<file path="config.mk">
export PLATFORM = sky130hd
export DESIGN_NAME = burst_sync_detect
export DESIGN_NICKNAME = d
export VERILOG_FILES = /design/src/rtl/bsd_pkg.sv /design/src/rtl/bsd_hunt_fsm.sv /design/src/rtl/bsd_capture.sv /design/src/rtl/bsd_hold_timer.sv /design/src/rtl/burst_sync_detect.sv
export SDC_FILE = /design/constraint.sdc
export NUM_CORES = 1
export LEC_CHECK = 0
export BUFFER_PORTS_ARGS = -buffer_cell sky130_fd_sc_hd__buf_2
export CAP_MARGIN = 30
export CORE_MARGIN = 1
export CORE_UTILIZATION = 30
export CTS_CLUSTER_DIAMETER = 100
export DETAILED_ROUTE_END_ITERATION = 6
export PLACE_DENSITY = 0.54
export SLEW_MARGIN = 20
export SYNTH_ARGS = -nofsm -noshare
export SYNTH_HDL_FRONTEND = slang
export SYNTH_SLANG_ARGS = --single-unit
</file>
<file path="constraint.sdc">
create_clock -name clk_i -period 1.6 [get_ports clk_i]
set_input_delay 0.08 -clock clk_i [delete_from_list [all_inputs] [get_ports clk_i]]
set_output_delay 0.08 -clock clk_i [all_outputs]
set_load 0.005 [all_outputs]
</file>
<file path="src/rtl/bsd_pkg.sv">
package bsd_pkg;

    typedef enum logic [2:0] {
        ST_HUNT,
        ST_ZRUN,
        ST_GOT_A,
        ST_GET_INFO,
        ST_GET_LEN
    } hunt_state_e;

endpackage

</file>
<file path="src/rtl/bsd_hunt_fsm.sv">
module bsd_hunt_fsm
    import bsd_pkg::*;
#(
    parameter int                WORD_W     = 16,
    parameter int                LEAD_ZEROS = 4,
    parameter logic [WORD_W-1:0] SYNC_A     = 16'hF872,
    parameter logic [WORD_W-1:0] SYNC_B     = 16'h4E1F
) (
    input  logic              clk_i,
    input  logic              rst_i,
    input  logic              valid_i,
    input  logic [WORD_W-1:0] word_i,
    output logic              match_o,
    output logic              cap_info_o,
    output logic              cap_len_o,
    output hunt_state_e       state_o
);

    localparam int            ZW    = $clog2(LEAD_ZEROS + 1);
    localparam logic [ZW-1:0] ZFULL = ZW'(LEAD_ZEROS);
    localparam logic [ZW-1:0] ZONE  = ZW'(1);

    hunt_state_e   state_q, state_d;
    logic [ZW-1:0] zrun_q, zrun_d;
    logic          is_zero, is_a, is_b;

    assign is_zero = (word_i == '0);
    assign is_a    = (word_i == SYNC_A);
    assign is_b    = (word_i == SYNC_B);

    // state register
    always_ff @(posedge clk_i) begin
        if (rst_i) begin
            state_q <= ST_HUNT;
            zrun_q  <= '0;
        end else begin
            state_q <= state_d;
            zrun_q  <= zrun_d;
        end
    end

    // transitions
    always_comb begin
        state_d = state_q;
        zrun_d  = zrun_q;
        if (valid_i) begin
            unique case (state_q)
                ST_HUNT: begin
                    if (is_zero) begin
                        state_d = ST_ZRUN;
                        zrun_d  = ZONE;
                    end
                end
                ST_ZRUN: begin
                    if (is_zero) begin
                        if (zrun_q != ZFULL) zrun_d = zrun_q + 1'b1;
                    end else if (is_a && (zrun_q == ZFULL)) begin
                        state_d = ST_GOT_A;
                        zrun_d  = '0;
                    end else begin
                        state_d = ST_HUNT;
                        zrun_d  = '0;
                    end
                end
                ST_GOT_A: begin
                    if (is_b) begin
                        state_d = ST_GET_INFO;
                    end else if (is_zero) begin
                        state_d = ST_ZRUN;
                        zrun_d  = ZONE;
                    end else begin
                        state_d = ST_HUNT;
                    end
                end
                ST_GET_INFO: state_d = ST_GET_LEN;
                ST_GET_LEN:  state_d = ST_HUNT;
                default: begin
                    state_d = ST_HUNT;
                    zrun_d  = '0;
                end
            endcase
        end
    end

    // outputs
    always_comb begin
        match_o    = valid_i && (state_q == ST_GOT_A) && is_b;
        cap_info_o = valid_i && (state_q == ST_GET_INFO);
        cap_len_o  = valid_i && (state_q == ST_GET_LEN);
        state_o    = state_q;
    end

endmodule

</file>
<file path="src/rtl/bsd_capture.sv">
module bsd_capture #(
    parameter int WORD_W  = 16,
    parameter int TYPE_W  = 5,
    parameter int ERR_BIT = 7
) (
    input  logic              clk_i,
    input  logic              rst_i,
    input  logic              cap_info_i,
    input  logic              cap_len_i,
    input  logic [WORD_W-1:0] word_i,
    output logic [WORD_W-1:0] info_o,
    output logic [WORD_W-1:0] len_o,
    output logic [TYPE_W-1:0] type_o,
    output logic              err_o
);

    logic [WORD_W-1:0] stage_q, info_q, len_q;

    always_ff @(posedge clk_i) begin
        if (rst_i) begin
            stage_q <= '0;
            info_q  <= '0;
            len_q   <= '0;
        end else begin
            if (cap_info_i) stage_q <= word_i;
            if (cap_len_i) begin
                info_q <= stage_q;
                len_q  <= word_i;
            end
        end
    end

    always_comb begin
        info_o = info_q;
        len_o  = len_q;
        type_o = info_q[TYPE_W-1:0];
        err_o  = info_q[ERR_BIT];
    end

endmodule

</file>
<file path="src/rtl/bsd_hold_timer.sv">
module bsd_hold_timer #(
    parameter int HOLD_FRAMES = 4096,
    parameter int CNT_W       = 12
) (
    input  logic             clk_i,
    input  logic             rst_i,
    input  logic             match_i,
    input  logic             tick_i,
    output logic             active_o,
    output logic [CNT_W-1:0] count_o
);

    localparam logic [CNT_W-1:0] LAST = CNT_W'(HOLD_FRAMES - 1);

    logic             active_q;
    logic [CNT_W-1:0] cnt_q;

    always_ff @(posedge clk_i) begin
        if (rst_i) begin
            active_q <= 1'b0;
            cnt_q    <= '0;
        end else if (match_i) begin
            active_q <= 1'b1;
            cnt_q    <= '0;
        end else if (tick_i && active_q) begin
            if (cnt_q == LAST) begin
                active_q <= 1'b0;
                cnt_q    <= '0;
            end else begin
                cnt_q <= cnt_q + 1'b1;
            end
        end
    end

    assign active_o = active_q;
    assign count_o  = cnt_q;

endmodule

</file>
<file path="src/rtl/burst_sync_detect.sv">
module burst_sync_detect
    import bsd_pkg::*;
#(
    parameter int SAMPLE_W    = 24,
    parameter int WORD_W      = 16,
    parameter int LEAD_ZEROS  = 4,
    parameter int HOLD_FRAMES = 4096,
    parameter int TYPE_W      = 5,
    parameter int ERR_BIT     = 7
) (
    input  logic                clk_i,
    input  logic                rst_i,
    input  logic                sample_valid_i,
    input  logic [SAMPLE_W-1:0] sample_i,
    input  logic                frame_tick_i,
    output logic                burst_active_o,
    output logic [WORD_W-1:0]   burst_info_o,
    output logic [WORD_W-1:0]   burst_len_o,
    output logic [TYPE_W-1:0]   burst_type_o,
    output logic                burst_err_o
);

    localparam int CW    = (HOLD_FRAMES > 1) ? $clog2(HOLD_FRAMES) : 1;
    localparam int LOW_W = SAMPLE_W - WORD_W;

    logic [WORD_W-1:0] word;
    logic              unused_low;
    logic              sync_match, cap_info, cap_len;
    hunt_state_e       hunt_state;
    logic [CW-1:0]     hold_count;

    assign word       = sample_i[SAMPLE_W-1 -: WORD_W];
    assign unused_low = ^sample_i[LOW_W-1:0];

    bsd_hunt_fsm #(
        .WORD_W    (WORD_W),
        .LEAD_ZEROS(LEAD_ZEROS)
    ) u_fsm (
        .clk_i     (clk_i),
        .rst_i     (rst_i),
        .valid_i   (sample_valid_i),
        .word_i    (word),
        .match_o   (sync_match),
        .cap_info_o(cap_info),
        .cap_len_o (cap_len),
        .state_o   (hunt_state)
    );

    bsd_capture #(
        .WORD_W (WORD_W),
        .TYPE_W (TYPE_W),
        .ERR_BIT(ERR_BIT)
    ) u_cap (
        .clk_i     (clk_i),
        .rst_i     (rst_i),
        .cap_info_i(cap_info),
        .cap_len_i (cap_len),
        .word_i    (word),
        .info_o    (burst_info_o),
        .len_o     (burst_len_o),
        .type_o    (burst_type_o),
        .err_o     (burst_err_o)
    );

    bsd_hold_timer #(
        .HOLD_FRAMES(HOLD_FRAMES),
        .CNT_W      (CW)
    ) u_hold (
        .clk_i   (clk_i),
        .rst_i   (rst_i),
        .match_i (sync_match),
        .tick_i  (frame_tick_i),
        .active_o(burst_active_o),
        .count_o (hold_count)
    );

endmodule

</file>
==> results of run 1 <==
## synthesized netlist by cell type, drive strengths merged, types with 2 or more instances
master | number | area [um2]
a21oi | 54 | 270.3
and3 | 3 | 18.77
buf | 8 | 53.79
clkbuf | 16 | 60.06
dfxtp | 67 | 1341
ha | 3 | 37.54
inv | 5 | 18.76
mux2i | 4 | 40.04
nand2 | 105 | 394.1
nand2b | 3 | 26.27
nand3 | 5 | 25.02
nand4 | 7 | 50.05
nand4b | 3 | 26.28
nor2 | 19 | 83.83
nor3 | 3 | 15.01
nor4 | 8 | 77.57
o21ai | 5 | 25.02
or2 | 2 | 12.52
or3 | 2 | 12.51
xnor2 | 2 | 17.52
xor2 | 7 | 61.31
## placed cells by master, fill, tap and decap left out, drive strengths merged, types with 3 or more instances in the layout
cell,instances
nand2,105
buf,94
dfxtp,67
a21oi,54
nor2,19
clkbuf,10
nor4,8
xor2,7
nand4,7
inv,6
nand3,5
o21ai,5
mux2i,4
nand4b,3
and3,3
nand2b,3
nor3,3
ha,3
## area by class of cell
cell class              instances  share of cell area
multi-input cells             246              0.3728
repair buffers                 94              0.1614
inverters                       5            0.005172
flip-flops and latches         67              0.3707
clock inverters                 6             0.01759
well taps                     108             0.03724
clock buffers                  10             0.03517
## sequential cells by signal, summed over array words and instances (netlist names)
register and count:
u_cap.info_o 16, u_fsm.state_o 3, u_hold.count_o 12, u_hold.active_o 1, u_cap.len_o 16, u_fsm.zrun_q 3, u_cap.stage_q 16
## critical path, delay by kind of cell, from the launching register on
kind,cells,cell delay [ns]
compound gates,3,0.60
flops,1,0.35
mux,1,0.28
buf+inv,1,0.13
simple gates,1,0.09
## kinds of logic after synthesis
family / after synthesis / synth area share
xor gates and xnor gates: 9 / 0.02830
muxes: 5 / 0.01842
DFF: 67 / 0.4816
AOI/OAI and AO/OA: 66 / 0.1361
buffers and inverters: 29 / 0.04761
adders and majority gates: 3 / 0.01348
and+or+nand+nor: 163 / 0.2745
## path summary, 6_finish.rpt
kind / from / endpoint / slack [ns] / cells after the start
worst max-delay path: u_fsm.state_o[2] / u_fsm.zrun_q[0] / 0.06 / 6
worst min-delay path: sample_i[21] / u_cap.stage_q[13] / 0.02 / 3
worst max register to register: u_fsm.state_o[2] / u_fsm.zrun_q[0] / 0.06 / 6
worst min register to register: u_cap.stage_q[9] / u_cap.info_o[9] / 0.45 / 2
## power by group
group | total, mW | switching (mW) | internal [mW] | leakage [nW]
Clock | 1.37 | 0.651 | 0.720 | 0.0927
Combinational | 0.167 | 0.0953 | 0.0715 | 0.799
Sequential | 1.67 | 0.00302 | 1.67 | 0.541
## through the flow
step           cells    util  hold WS, ns  cell area [um2]  setup WS [ns]
6_report         536  0.4101      0.02445             3628        0.06415
3_3_place_gp     520  0.3839       0.3712             3397       -0.08998
5_1_grt          536  0.4101      0.01466             3628       0.007406
4_1_cts          536  0.4063      0.01181             3595      0.0005087
2_1_floorplan    342       -       0.2160             2785        0.05381
3_5_place_dp     520  0.3839       0.3781             3397        -0.1602
## layer usage
layer | routed length (um) | GRT usage
met1 | 3308 | 0.1978
met2 | 3172 | 0.2443
met3 | 267 | 0.04080
met4 | 127 | 0.05511
met5 | 0 | 0
## repair_timing
action                                  4_1_cts  5_1_grt
endpoints found under the setup margin        2       13
endpoints found under the hold margin         0        0
gates resized for setup                       2        8
==> results.ini, run 1 <==
[sta]
skew_ns=0.004413
rsz0062_at_grt=false
fin_setup_tns_ns=0
finalSetupViolCount=0
drv_slew=0
final_hold_viol_count=0
min_period_over_period=0.9599
worst_pin_slew_ns=0.5471
slew_headroom=0.6319
fmax_ghz=0.6511
period_minus_slack_ns=1.536

[grt]
grt_overflow=0
grt_pass1_vias=2357
grt_max_degree=33
grt_pass1_wl_um=11610
antenna_found_initial=0
grt_usage=0.1527

[power]
ir_drop_v=0.0005574
power_leakage_nw=1.433
p_per_area_nw_per_um2=884.4
finalPower_mw=3.209

[route]
dr.pass1.iters=7
wl_per_cell_um=12.83
vias_per_cell=4.713
antenna_left=0
vias=2526
wirelength_um=6875
drtIter0Drc=103
drc=1

[clock_tree]
clockRootBuffer=clkbuf_8
cts_setup_buffers=0
cts_tree=yes
htree_num_levels=3
clock_tree.buffer_depth=2
clk_pin_slew_ns=0.07
cts_num_sinks=67
clk_latency_ns=0.34
holdBufCountCts=0
cts_buffers=9

[setup_path]
slowest_delay_ns=0.35
crit_path_end_kind=register
start_kind=register
criticalPathCategory=register to register
crit_fanout=4
required_ns=1.86
crit_slowest_cell=dfxtp_2
crit_chain=buf_4, nand2b_1, o221a_2, mux2_2, o211a_1, a211oi_2
arrival_ns=1.79

[synth]
synthCells=342
syn-cell-area_um2=2785
synth_seq_cells=67
ys.flop_type=dfxtp_1
synth_edf_count=0
async_flop_share=0
synth_area_per_cell_um2=8.144
synth_cell_types=42
ys_seq_area_frac=0.4816
synth_nets=373
synth_warnings=0

[floorplan]
die_w_um=98.36
core_um2=8848
die-area_um2=9674
core.rowCount=34
start_util=0.3148
die_h_um=98.36
ios=67

[placement]
dpl.hpwl_um=5072
io_buffer_count=58
place.gp.congestion=0.8171

[finish]
register_area_um2=1345
nFillCells=936
area_delta_synth_final_pct=30.28
drive_gt1_frac=0.3131
multi_input_area_um2=1353
diodes=0
nNetsFinal=454

[worst_hold_path]
hold_class=input pin to register

[run_status]
status=finished with violations
violations=DRC

[flow_run]
maxCapViolCount=0

No activity file was read; power rests on OpenSTA's default activity.
==> run 2: changes to the inputs <==
--- a/config.mk
+++ b/config.mk
@@ -5,13 +5,14 @@
 export SDC_FILE = /design/constraint.sdc
 export NUM_CORES = 1
 export LEC_CHECK = 0
+export ABC_AREA = 1
 export BUFFER_PORTS_ARGS = -buffer_cell sky130_fd_sc_hd__buf_2
 export CAP_MARGIN = 30
 export CORE_MARGIN = 1
 export CORE_UTILIZATION = 30
 export CTS_CLUSTER_DIAMETER = 100
 export DETAILED_ROUTE_END_ITERATION = 6
-export PLACE_DENSITY = 0.54
+export PLACE_DENSITY = 0.53
 export SLEW_MARGIN = 20
 export SYNTH_ARGS = -nofsm -noshare
 export SYNTH_HDL_FRONTEND = slang
==> run 2 against run 1 <==
  * The flow now finishes without violations
  * Routed wire length is 7.0% lower
  * Combinational power is 18% lower
  * Die area is 5.3% higher
  * Clock power is 4% higher
  * Clock skew is 0.0030 ns higher
  * Largest power group unchanged
  * Hold slack better by 0.051 ns
  * Power is 0.29% higher
  * Synthesized area is 5.4% higher
  * Largest cell class is now registers
  * Final cell count is 11% higher
  * Clock-buffer cell count is 1 lower
  * Critical path type unchanged
  * Critical endpoint is now u_hold.count_o[3]
==> results.ini, run 2 <==
[run_status]
status=completed

[power]
internal-power_mw=2.445
p_per_area_nw_per_um2=900.9
clkPwrFrac=0.440
finalPower_mw=3.218
power.switching_uw=773.7
seq_power_share=0.518
pwr-share-comb=0.043
ir_drop_v=0.0003084
power_leakage_nw=1.481
power.share.switching=0.2404

[synth]
synth_nets=435
synthTopCellsByArea=dfxtp_1 (46%), a21oi_1 (9.7%), inv_1 (9.7%), o21ai_0 (8.5%), nand2_1 (5.5%)
synthCells=404
synth_seq_cells=67
ys_seq_area_frac=0.4569
synth_cell_types=23
synth_area_per_cell_um2=7.266
syn-cell-area_um2=2935
synth_common_cells=inv_1 (76), dfxtp_1 (67), a21oi_1 (57), o21ai_0 (50), nand2_1 (43)
yosysTopAreaCell=dfxtp_1
synth_edf_count=0
synth_most_common_cell=inv_1
async_flop_share=0
synth_top_area_share=0.4569
ys.flop_type=dfxtp_1
synth_warnings=0

[worst_hold_path]
hold_class=input pin to register

[clock_tree]
clock_tree.buffer_depth=2
clk_pin_slew_ns=0.08
cts_setup_buffers=0
cts_buffers=9
cts_resized=0
clk_latency_ns=0.34
cts_num_sinks=67
htree_num_levels=3
cts_tree=yes
clockRootBuffer=clkbuf_8

[setup_path]
crit_path_end_kind=register
r2r_start=u_hold.count_o[0]
arrival_ns=1.62
critPathCapture=u_hold.count_o[3]
required_ns=1.82
start_kind=register
crit_fanout=5
rr_worst_depth=8
r2r-end=u_hold.count_o[3]
criticalPathCategory=register to register
rrSetupSlack_ns=0.20
cp-startpoint=u_hold.count_o[0]

[grt]
grt_overflow=0
grt_pass1_wl_um=10540
antenna_found_initial=0
grt_pass1_vias=2383
grt_usage=0.1330
grt_max_degree=65

[finish]
area_delta_synth_final_pct=21.70
nNetsFinal=490
diodes=0
final_cell_mix=inv_1 (76), dfxtp_1 (67), buf_2 (58), a21oi_1 (57), o21ai_0 (50)
drive_gt1_frac=0.2134
final_common_cell=inv_1

[placement]
dpl.hpwl_um=4726
place.gp.congestion=0.8240
io_buffer_count=58

[route]
vias=2562
wl_per_cell_um=10.78
antenna_left=0
drtIter0Drc=98
wirelength_um=6392
dr.pass1.iters=4
drc=0
vias_per_cell=4.320

[sta]
worst_pin_slew_ns=0.4699
finalSetupViolCount=0
rsz0062_at_grt=false
skew_ns=0.007446
fin_setup_tns_ns=0
period_minus_slack_ns=1.396
drv_slew=0
fmax_ghz=0.7163
slew_headroom=0.6864
min_period_over_period=0.8726
final_hold_viol_count=0
whs_ns=0.07570

[flow_run]
maxCapViolCount=0

[floorplan]
core.rowCount=35
ios=67
core_um2=9371
die_w_um=100.9
die_h_um=100.9
start_util=0.3132
die-area_um2=10180

[run 2: changes by cell type in the layout (fill, tap and decap cells not counted), sizes merged, moves of 8 or more]
cell / delta
buf: -31
nand2: -56
inv: +74
nor4: -8
nand3: +13
nor2: +23
o21ai: +45
[run 2: metrics by stage]
stage                     setup WS [ns]  area (um2)    util  instances
after floorplan                  0.3429        2935       -        404
after global placement           0.2354        3362  0.3587        576
after detailed placement         0.2116        3362  0.3587        576
after CTS                        0.1878        3572  0.3812        593
after global routing            0.03665        3572  0.3812        593
final                            0.2039        3572  0.3812        593
[run 2: area by class of cell]
type | count | area (um2)
fillers | 1064 | 5799
flip-flops and latches | 67 | 1341
multi-input cells | 239 | 1201
repair buffers | 64 | 375.4
inverters | 78 | 292.8
well taps | 129 | 161.4
clock buffers | 9 | 123.9
clock inverters | 7 | 76.32
[run 2: critical path, cell delays in order (launching register included)]
cell and delay, ns:
dfxtp_1 0.37, ha_1 0.18, nand2_1 0.07, inv_1 0.09, nand3_2 0.09, nor2_4 0.13, nand2_1 0.09, nand3_1 0.19
nor2_1 0.07
[run 2: power groups by stage]
stage                     Combinational (mW)  Sequential (mW)  Clock (mW)
final                                  0.137             1.67        1.42
after global routing                   0.153             1.67        1.55
after CTS                              0.138             1.67        1.47
after detailed placement               0.135             1.70           0
after global placement                 0.135             1.70           0
after floorplan                       0.0573             1.70           0
[run 2: what timing repair did]
action	in CTS	in global routing
endpoints found under the hold margin	3	0
hold buffers	1	0
endpoints found under the setup margin	0	0
[run 2: cells by family (layout without fill, tap and decap cells)]
| group | Yosys count | count (layout) | synth area share |
|---|---|---|---|
| AND/OR/NAND/NOR | 122 | 122 | 0.1931 |
| buffers and inverters | 98 | 158 | 0.1338 |
| adder cells (fa/ha/maj) | 3 | 3 | 0.01279 |
| AO/OA/AOI/OAI | 108 | 108 | 0.1854 |
| flip-flops | 67 | 67 | 0.4569 |
| XOR/XNOR | 6 | 6 | 0.01790 |
[run 2: routing by layer]
| metal | vias to the layer above | wire, um | part of all wire | GRT usage |
|---|---|---|---|---|
| met5 | - | 0 | 0 | 0 |
| met2 | 53 | 2913 | 0.46 | 0.2139 |
| li1 | 1383 | - | - | - |
| met3 | 15 | 232 | 0.036 | 0.03537 |
| met4 | 0 | 204 | 0.032 | 0.08361 |
| met1 | 1111 | 3042 | 0.48 | 0.1575 |
[run 2: worst min path at each step]
stage | cells past startpoint | endpoint | from | slack [ns]
final | 3 | u_cap.stage_q[7] | sample_i[15] | 0.08
after global routing | 3 | u_cap.stage_q[7] | sample_i[15] | 0.07
after CTS | 3 | u_cap.stage_q[7] | sample_i[15] | 0.06
after detailed placement | 2 | u_fsm.state_o[2] | rst_i | 0.32
after global placement | 2 | u_fsm.state_o[2] | rst_i | 0.31
after floorplan | 1 | u_fsm.state_o[1] | rst_i | 0.15
